[config.mk]
export PLATFORM = sky130hd
export DESIGN_NAME = ocp_pwm_gen
export DESIGN_NICKNAME = d
export VERILOG_FILES = /design/src/rtl/ocp_pkg.sv /design/src/rtl/ocp_prescale.sv /design/src/rtl/ocp_freerun.sv /design/src/rtl/ocp_resched_add.sv /design/src/rtl/ocp_sched.sv /design/src/rtl/ocp_pwm_gen.sv
export SDC_FILE = /design/constraint.sdc
export NUM_CORES = 1
export LEC_CHECK = 0
export BUFFER_PORTS_ARGS = -buffer_cell sky130_fd_sc_hd__clkbuf_2
export CORE_ASPECT_RATIO = 0.6
export CORE_MARGIN = 4
export CORE_UTILIZATION = 50
export CTS_CLUSTER_SIZE = 10
export DETAILED_ROUTE_END_ITERATION = 10
export GPL_ROUTABILITY_DRIVEN = 0
export GPL_TIMING_DRIVEN = 0
export HOLD_SLACK_MARGIN = 0.05
export PLACE_DENSITY = 0.77
export SLEW_MARGIN = 20
export SYNTH_ARGS = -nofsm -noshare
export SYNTH_HDL_FRONTEND = slang
export SYNTH_SLANG_ARGS = --single-unit
[constraint.sdc]
create_clock -name clk -period 5.17 [get_ports clk]
set_clock_uncertainty 0.2 [all_clocks]
set_input_delay 0 -clock clk [delete_from_list [all_inputs] [get_ports clk]]
set_output_delay 0 -clock clk [all_outputs]
set_load 0.01 [all_outputs]
[src/rtl/ocp_pkg.sv]
package ocp_pkg;
    typedef enum logic {
        LVL_LOW  = 1'b0,
        LVL_HIGH = 1'b1
    } lvl_e;

    localparam int unsigned DEF_PRE_DIV = 8;
    localparam int unsigned DEF_CNT_W   = 16;
    localparam int unsigned DEF_DLY_W   = 8;
endpackage

[src/rtl/ocp_prescale.sv]
module ocp_prescale #(
    parameter int unsigned PRE_DIV = 8
) (
    input  logic clk,
    input  logic rst_n,
    input  logic tick_en,
    output logic step_o
);
    generate
        if (PRE_DIV <= 1) begin : g_pass
            assign step_o = tick_en;
        end else begin : g_div
            localparam int unsigned PW = $clog2(PRE_DIV);
            localparam logic [PW-1:0] LAST = PW'(PRE_DIV - 1);

            typedef struct packed {
                logic [PW-1:0] phase;
            } pre_t;

            pre_t pre_d, pre_q;

            always_comb begin
                pre_d = pre_q;
                if (tick_en) begin
                    if (pre_q.phase == LAST) pre_d.phase = '0;
                    else                     pre_d.phase = pre_q.phase + 1'b1;
                end
            end

            always_ff @(posedge clk or negedge rst_n) begin
                if (!rst_n) pre_q <= '0;
                else        pre_q <= pre_d;
            end

            assign step_o = tick_en && (pre_q.phase == LAST);
        end
    endgenerate
endmodule

[src/rtl/ocp_freerun.sv]
module ocp_freerun #(
    parameter int unsigned CNT_W = 16
) (
    input  logic             clk,
    input  logic             rst_n,
    input  logic             step_i,
    output logic [CNT_W-1:0] cnt_o
);
    typedef struct packed {
        logic [CNT_W-1:0] cnt;
    } fr_t;

    fr_t fr_d, fr_q;

    always_comb begin
        fr_d = fr_q;
        if (step_i) fr_d.cnt = fr_q.cnt + 1'b1;
    end

    always_ff @(posedge clk or negedge rst_n) begin
        if (!rst_n) fr_q <= '0;
        else        fr_q <= fr_d;
    end

    assign cnt_o = fr_q.cnt;
endmodule

[src/rtl/ocp_resched_add.sv]
module ocp_resched_add #(
    parameter int unsigned CNT_W = 16,
    parameter int unsigned DLY_W = 8
) (
    input  logic [CNT_W-1:0] base_i,
    input  logic [DLY_W-1:0] dly_i,
    output logic [CNT_W-1:0] sum_o
);
    generate
        if (CNT_W > DLY_W) begin : g_split
            localparam int unsigned HW = CNT_W - DLY_W;
            logic [DLY_W-1:0] lo_sum;
            logic             carry;
            logic [HW-1:0]    hi_sum;
            always_comb begin
                {carry, lo_sum} = {1'b0, base_i[DLY_W-1:0]} + {1'b0, dly_i};
                hi_sum          = base_i[CNT_W-1:DLY_W] + HW'(carry);
                sum_o           = {hi_sum, lo_sum};
            end
        end else begin : g_flat
            always_comb sum_o = base_i + dly_i[CNT_W-1:0];
        end
    endgenerate
endmodule

[src/rtl/ocp_sched.sv]
module ocp_sched
    import ocp_pkg::*;
#(
    parameter int unsigned CNT_W = 16,
    parameter int unsigned DLY_W = 8
) (
    input  logic             clk,
    input  logic             rst_n,
    input  logic             step_i,
    input  logic             start_i,
    input  logic [CNT_W-1:0] cnt_i,
    input  logic [DLY_W-1:0] on_dly_i,
    input  logic [DLY_W-1:0] off_dly_i,
    output logic             pwm_o,
    output logic             match_o,
    output logic             nxt_lvl_o,
    output logic             armed_o,
    output logic [CNT_W-1:0] cmp_o
);
    typedef struct packed {
        logic             armed;
        lvl_e             nxt_lvl;
        logic             pwm;
        logic             match;
        logic [CNT_W-1:0] cmp;
    } sch_t;

    sch_t sch_d, sch_q;

    logic             hit;
    logic [CNT_W-1:0] add_base;
    logic [DLY_W-1:0] add_dly;
    logic [CNT_W-1:0] add_sum;

    always_comb begin
        hit      = sch_q.armed && step_i && (cnt_i == sch_q.cmp);
        add_base = start_i ? cnt_i : sch_q.cmp;
        if (start_i)                        add_dly = off_dly_i;
        else if (sch_q.nxt_lvl == LVL_HIGH) add_dly = on_dly_i;
        else                                add_dly = off_dly_i;
    end

    ocp_resched_add #(
        .CNT_W (CNT_W),
        .DLY_W (DLY_W)
    ) u_add (
        .base_i (add_base),
        .dly_i  (add_dly),
        .sum_o  (add_sum)
    );

    always_comb begin
        sch_d       = sch_q;
        sch_d.match = 1'b0;
        if (start_i) begin
            sch_d.armed   = 1'b1;
            sch_d.nxt_lvl = LVL_HIGH;
            sch_d.cmp     = add_sum;
        end else if (hit) begin
            sch_d.pwm     = (sch_q.nxt_lvl == LVL_HIGH);
            sch_d.match   = 1'b1;
            sch_d.nxt_lvl = (sch_q.nxt_lvl == LVL_HIGH) ? LVL_LOW : LVL_HIGH;
            sch_d.cmp     = add_sum;
        end
    end

    always_ff @(posedge clk or negedge rst_n) begin
        if (!rst_n) begin
            sch_q.armed   <= 1'b0;
            sch_q.nxt_lvl <= LVL_LOW;
            sch_q.pwm     <= 1'b0;
            sch_q.match   <= 1'b0;
            sch_q.cmp     <= '0;
        end else begin
            sch_q <= sch_d;
        end
    end

    assign pwm_o     = sch_q.pwm;
    assign match_o   = sch_q.match;
    assign nxt_lvl_o = (sch_q.nxt_lvl == LVL_HIGH);
    assign armed_o   = sch_q.armed;
    assign cmp_o     = sch_q.cmp;
endmodule

[src/rtl/ocp_pwm_gen.sv]
module ocp_pwm_gen
    import ocp_pkg::*;
#(
    parameter int unsigned PRE_DIV = DEF_PRE_DIV,
    parameter int unsigned CNT_W   = DEF_CNT_W,
    parameter int unsigned DLY_W   = DEF_DLY_W
) (
    input  logic             clk,
    input  logic             rst_n,
    input  logic             tick_en,
    input  logic             start_i,
    input  logic [DLY_W-1:0] on_dly_i,
    input  logic [DLY_W-1:0] off_dly_i,
    output logic             pwm_o,
    output logic             match_o
);
    logic             step_w;
    logic [CNT_W-1:0] cnt_w;
    logic [CNT_W-1:0] cmp_w;
    logic             nxt_lvl_w;
    logic             armed_w;

    ocp_prescale #(.PRE_DIV(PRE_DIV)) u_pre (
        .clk     (clk),
        .rst_n   (rst_n),
        .tick_en (tick_en),
        .step_o  (step_w)
    );

    ocp_freerun #(.CNT_W(CNT_W)) u_cnt (
        .clk    (clk),
        .rst_n  (rst_n),
        .step_i (step_w),
        .cnt_o  (cnt_w)
    );

    ocp_sched #(.CNT_W(CNT_W), .DLY_W(DLY_W)) u_sch (
        .clk       (clk),
        .rst_n     (rst_n),
        .step_i    (step_w),
        .start_i   (start_i),
        .cnt_i     (cnt_w),
        .on_dly_i  (on_dly_i),
        .off_dly_i (off_dly_i),
        .pwm_o     (pwm_o),
        .match_o   (match_o),
        .nxt_lvl_o (nxt_lvl_w),
        .armed_o   (armed_w),
        .cmp_o     (cmp_w)
    );
endmodule

After elaboration in Yosys (flattened, before gate mapping)
Index checks and enable logic that the tools add are counted.
W data, S select, Z words.
{ "totals": {"input_bits": 20, "ff_bits": 39, "wordCells": 28} }
{ "classes": {"n_eq_ne": 2, "bitwise_logic": 1, "mux": 9, "add_sub_neg": 4, "reduce_logical": 5} }
{ "op_table": {"columns": ["cell", "count"], "rows": [
  ["$mux W16", 2],
  ["$mux W19", 1],
  ["$add A16 B1 Y16 const B", 1],
  ["$eq A16 B16 Y1", 1],
  ["$mux W8", 2],
  ["$add A8 B8 Y9", 1],
  ["$add A8 B1 Y8", 1],
  ["$add A3 B1 Y3 const B", 1],
  ["$eq A3 B3 Y1 const B", 1],
  ["$logic_and A1 B1 Y1", 3],
  ["$mux W1", 3],
  ["$mux W3", 1],
  ["$reduce_and A2 Y1", 1],
  ["$reduce_bool A2 Y1", 1],
  ["$not A1 Y1", 1]
]} }

Logic depth before layout (Yosys ltp)
{ "depth": {"depth_word": 6, "depth_mapped": 20, "ltp_nobuf": 18} }

Hierarchy
From an unflattened synthesis, not the netlist that was laid out.
{ "hier_totals": {"cells_unflattened": 218, "hier_area_um2": 2519.9} }
{ "by_module_without_submodules": {"columns": ["module", "area_per_inst_um2", "cells_each", "n_inst"], "rows": [
  ["ocp_sched", 1223.7, 96, 1],
  ["ocp_freerun", 695.7, 56, 1],
  ["ocp_resched_add", 454.2, 56, 1],
  ["ocp_prescale", 146.4, 10, 1]
]} }

Least setup slack after synthesis
No wires, ideal clock.
{ "synth_path": {"path_kind": "flip-flop to flip-flop", "start": "register u_sch.sch_q (netlist bit u_sch.nxt_lvl_o)", "end": "register u_sch.sch_q (netlist bit u_sch.cmp_o[14])", "setup_time_ns": 0.124, "synth_period_minus_slack_ns": 3.728, "path_slack_ns": 1.442, "path_stages_with_launch": 20, "arrival_time_ns": 3.404, "t_required_ns": 4.846, "cell_sequence": "dfrtp_1 -> nor2b_1 -> clkbuf_1 -> mux2_2 -> ha_1 -> inv_1 -> fa_1 -> nor2b_1 -> o21a_1 -> o21ai_0 -> a21oi_1 -> a21o_1 -> a21o_1 -> ha_1 -> ha_1 -> o21ai_0 -> a21oi_1 -> xor2_1 -> a32oi_1 -> nand2_1"} }
{ "synth_via": {"elab_chain_cells": 6} }
{ "synth_lines": {"columns": ["element", "line", "text"], "rows": [
  ["start: declaration", "ocp_sched.sv:28", "sch_t sch_d, sch_q;"],
  ["start signal: assignment", "ocp_sched.sv:75", "sch_q <= sch_d;"],
  ["$mux W8 *", "ocp_sched.sv:39", "else if (sch_q.nxt_lvl == LVL_HIGH) add_dly = on_dly_i;"],
  ["$mux W8 *", "ocp_sched.sv:38", "if (start_i) add_dly = off_dly_i;"],
  ["$add A8 B8 Y9 *", "ocp_resched_add.sv:16", "{carry, lo_sum} = {1'b0, base_i[DLY_W-1:0]} + {1'b0, dly_i};"],
  ["$add A8 B1 Y8 *", "ocp_resched_add.sv:17", "hi_sum = base_i[CNT_W-1:DLY_W] + HW'(carry);"],
  ["$mux W19", "ocp_sched.sv:59", "end else if (hit) begin"],
  ["$mux W16 *", "ocp_sched.sv:55", "if (start_i) begin"]
]} }
Every way passes the cells marked *; elsewhere a longest branch is shown, timed or not. The select of a mux whose other input is x is not followed.
A chain may end at the register's enable or synchronous reset.

Final worst setup path
Same ends and word-level chain as after synthesis.

==> flow_summary.yaml <==
clock_tree:
  cts_buffers: 5
  htreeDepth: 2
  clk_pin_slew_worst_paths_ns: 0.09
  cts_root_buf: "clkbuf_8"
  cts_tree: "built"
  cts.sinks: 39
  clock_latency_ns: 0.30
  post_cts_buffers: 0
  cts.path.max_buffers: 2
final_layout:
  multiInputGateArea_um2: 1550
  finalNonFillerCells: 349
  areaGrowthSynthToFinish_pct: 13.1
  fin_nets: 316
  seqCellArea_um2: 976
  final_layout_size_suffix_gt1_share_pct: 25.4
  nFillCells: 455
  diodes: 0
logic_synthesis:
  ys.flop_type: "dfrtp_1"
  async_flop_share_pct: 100
  synth_edf_count: 0
  ys_top_cells_by_count: "dfrtp_1, xnor2_1, mux2_2"
  netlist_instances: 250
  ys_seq_area_share_pct: 37.0
  synth_area_leaders: "dfrtp_1, mux2_2, xnor2_1, xor2_1, ha_1"
  synth-seq-cells: 39
  yosys.cell_count.top_type: "dfrtp_1"
  synth_nets: 284
  ys_warn_count: 0
  postSynthAreaPerCell_um2: 10.6
  synth_area_um2: 2640
  synth_top_area_share_pct: 37.0
  ys_types: 41
  synth_area_leader_cell: "dfrtp_1"
die:
  start_util_pct: 51.9
  dieArea_um2: 6540
  core_um2: 5080
  io_pins: 22
  dieHeight_um: 64.3
  dieWidth_um: 102
  rows: 20
route:
  drt_iter0_drc: 89
  via_per_inst: 5.32
  finalWirelength_um: 5410
  first_pass_iters: 4
  antenna_left: 0
  vias: 1857
  wl_per_cell_um: 15.5
  drc_errors: 0
global_route:
  grt_max_degree: 40
  grt_first_pass_wirelength_um: 9120
  overflow: 0
  met1_usage_pct: 28.1
  track_usage_pct: 18.2
  grt_pass1_vias: 1881
  antenna_found_initial: 0
  grt.busiest_layer: "met1"
  grtUsageMet2_pct: 24.2
  grtUsageMet3_pct: 4.47
run:
  cap_violations: 0
hold_path:
  hp-class: "input port to flip-flop"
timing:
  period_share_pct: 91.1
  tightest_slew_ns: 0.963
  relSlewSlack_pct: 35.8
  max_freq_mhz: 212
  hold_viol: 0
  setup-violations-final: 0
  slew_viol_final: 0
  fin_crit_ns: 4.71
  tns_ns: 0
  rsz0062_at_grt: "false"
placement:
  dpl.hpwl_um: 4020
  port-buffer-count: 21
  dp_cells: 337
worst_setup_path:
  critPathArrivalTime_ns: 4.69
  crit_required_ns: 5.16
  cp_max_fo: 8
  path_class: "flip-flop to flip-flop"
  cp-end-kind: "flip-flop"
  critPathLaunchType: "flip-flop"
power_and_ir_drop:
  power_leakage_uw: 0.00142
  ir_worst_vdd_uv: 212
  p_per_area_nw_per_um2: 375
status:
  status: "completed"
==> stage by stage <==
step	power (uW)	instance area, um^2	util, %	worst slack, ns	hold WS, ns
after global routing	1200	2980	58.7	0.179	0.123
after floorplan	752	2640	-	1.44	-0.496
after detailed placement	845	2830	55.6	0.805	-0.000827
after CTS	1120	2980	58.7	0.244	0.102
final	1120	2980	58.7	0.462	0.109
after global placement	826	2830	55.6	0.991	0.00299
==> registers in the layout, summed over array words and instances (netlist names) <==
register	flops
u_sch.cmp_o	16
u_cnt.cnt_o	16
u_sch.armed_o	1
u_sch.match_o	1
u_sch.pwm_o	1
u_pre.g_div.pre_q	3
u_sch.nxt_lvl_o	1
==> layer usage <==
metal	part of all wire, %	vias to the layer above	wire length (um)
li1	-	928	-
met1	53	878	2840
met2	41	40	2230
met3	4.8	11	260
met4	1.4	0	74
met5	0	-	0
==> cells by family after synthesis <==
kind of cell	count (synthesis)	synth area share, %
compound gates	17	4.55
xor+xnor	49	16.3
fa+ha+maj	14	6.93
buf+inv	22	4.27
flops	39	37.0
mux	37	15.7
simple gates	72	15.3
==> critical path: stages, from the launching register on <==
cell and delay, ns:
dfrtp_1 0.41, nor2b_1 0.14, clkbuf_2 0.21, mux2_2 0.26, dlygate4sd3_1 0.56, ha_1 0.17, inv_1 0.05, fa_1 0.40
nor2b_1 0.16, o21a_1 0.15, o21ai_0 0.09, a21oi_1 0.23, a21o_1 0.16, a21o_1 0.13, ha_1 0.20, ha_1 0.23
o21ai_0 0.18, a21oi_1 0.30, xor2_1 0.11, a32oi_1 0.16, nand2_1 0.07
==> power by group <==
group          internal, uW  leakage, uW  switching (uW)
Combinational           219     0.000856             197
Clock                   156    0.0000612             117
Sequential              367     0.000503            61.9
==> cells in the final DEF, fill, tap and decap left out, types with 4 or more instances in the layout <==
cell type,count
nor3_1,8
xor2_1,21
clkbuf_2,22
inv_1,11
nand2_1,14
nand3_1,11
mux2i_1,8
dfrtp_1,39
and3_1,5
ha_1,13
clkbuf_8,6
nand4_1,5
dlygate4sd3_1,4
xnor2_1,28
nor2_1,9
mux2_2,27
==> path summary, 6_finish.rpt <==
check                                      from                    to  slack (ns)  cells past startpoint
hold / removal                     off_dly_i[1]        u_sch.cmp_o[1]        0.11                      4
max in group asynchronous                 rst_n        u_cnt.cnt_o[7]        3.97                      2
hold reg to reg            u_pre.g_div.pre_q[0]  u_pre.g_div.pre_q[0]        0.28                      1
setup / recovery                u_sch.nxt_lvl_o       u_sch.cmp_o[14]        0.46                     20
min in group asynchronous                 rst_n  u_pre.g_div.pre_q[1]        0.18                      2
setup reg to reg                u_sch.nxt_lvl_o       u_sch.cmp_o[14]        0.46                     20
==> what timing repair did <==
action / 4_1_cts / 5_1_grt
endpoints found under the hold margin: 44 / 0
resized for setup: 0 / 2
hold buffers: 4 / 0
setup endpoints to repair: 0 / 1
==> final cells by class <==
class,count,area share (%)
Buffer,11,2.43
Tap cell,66,2.77
Inverter,11,1.38
Multi-Input combinational cell,189,51.9
Clock inverter,2,1.17
Timing Repair Buffer,25,4.86
Clock buffer,6,2.77
Sequential cell,39,32.7
(Power assumes the default switching activity.)
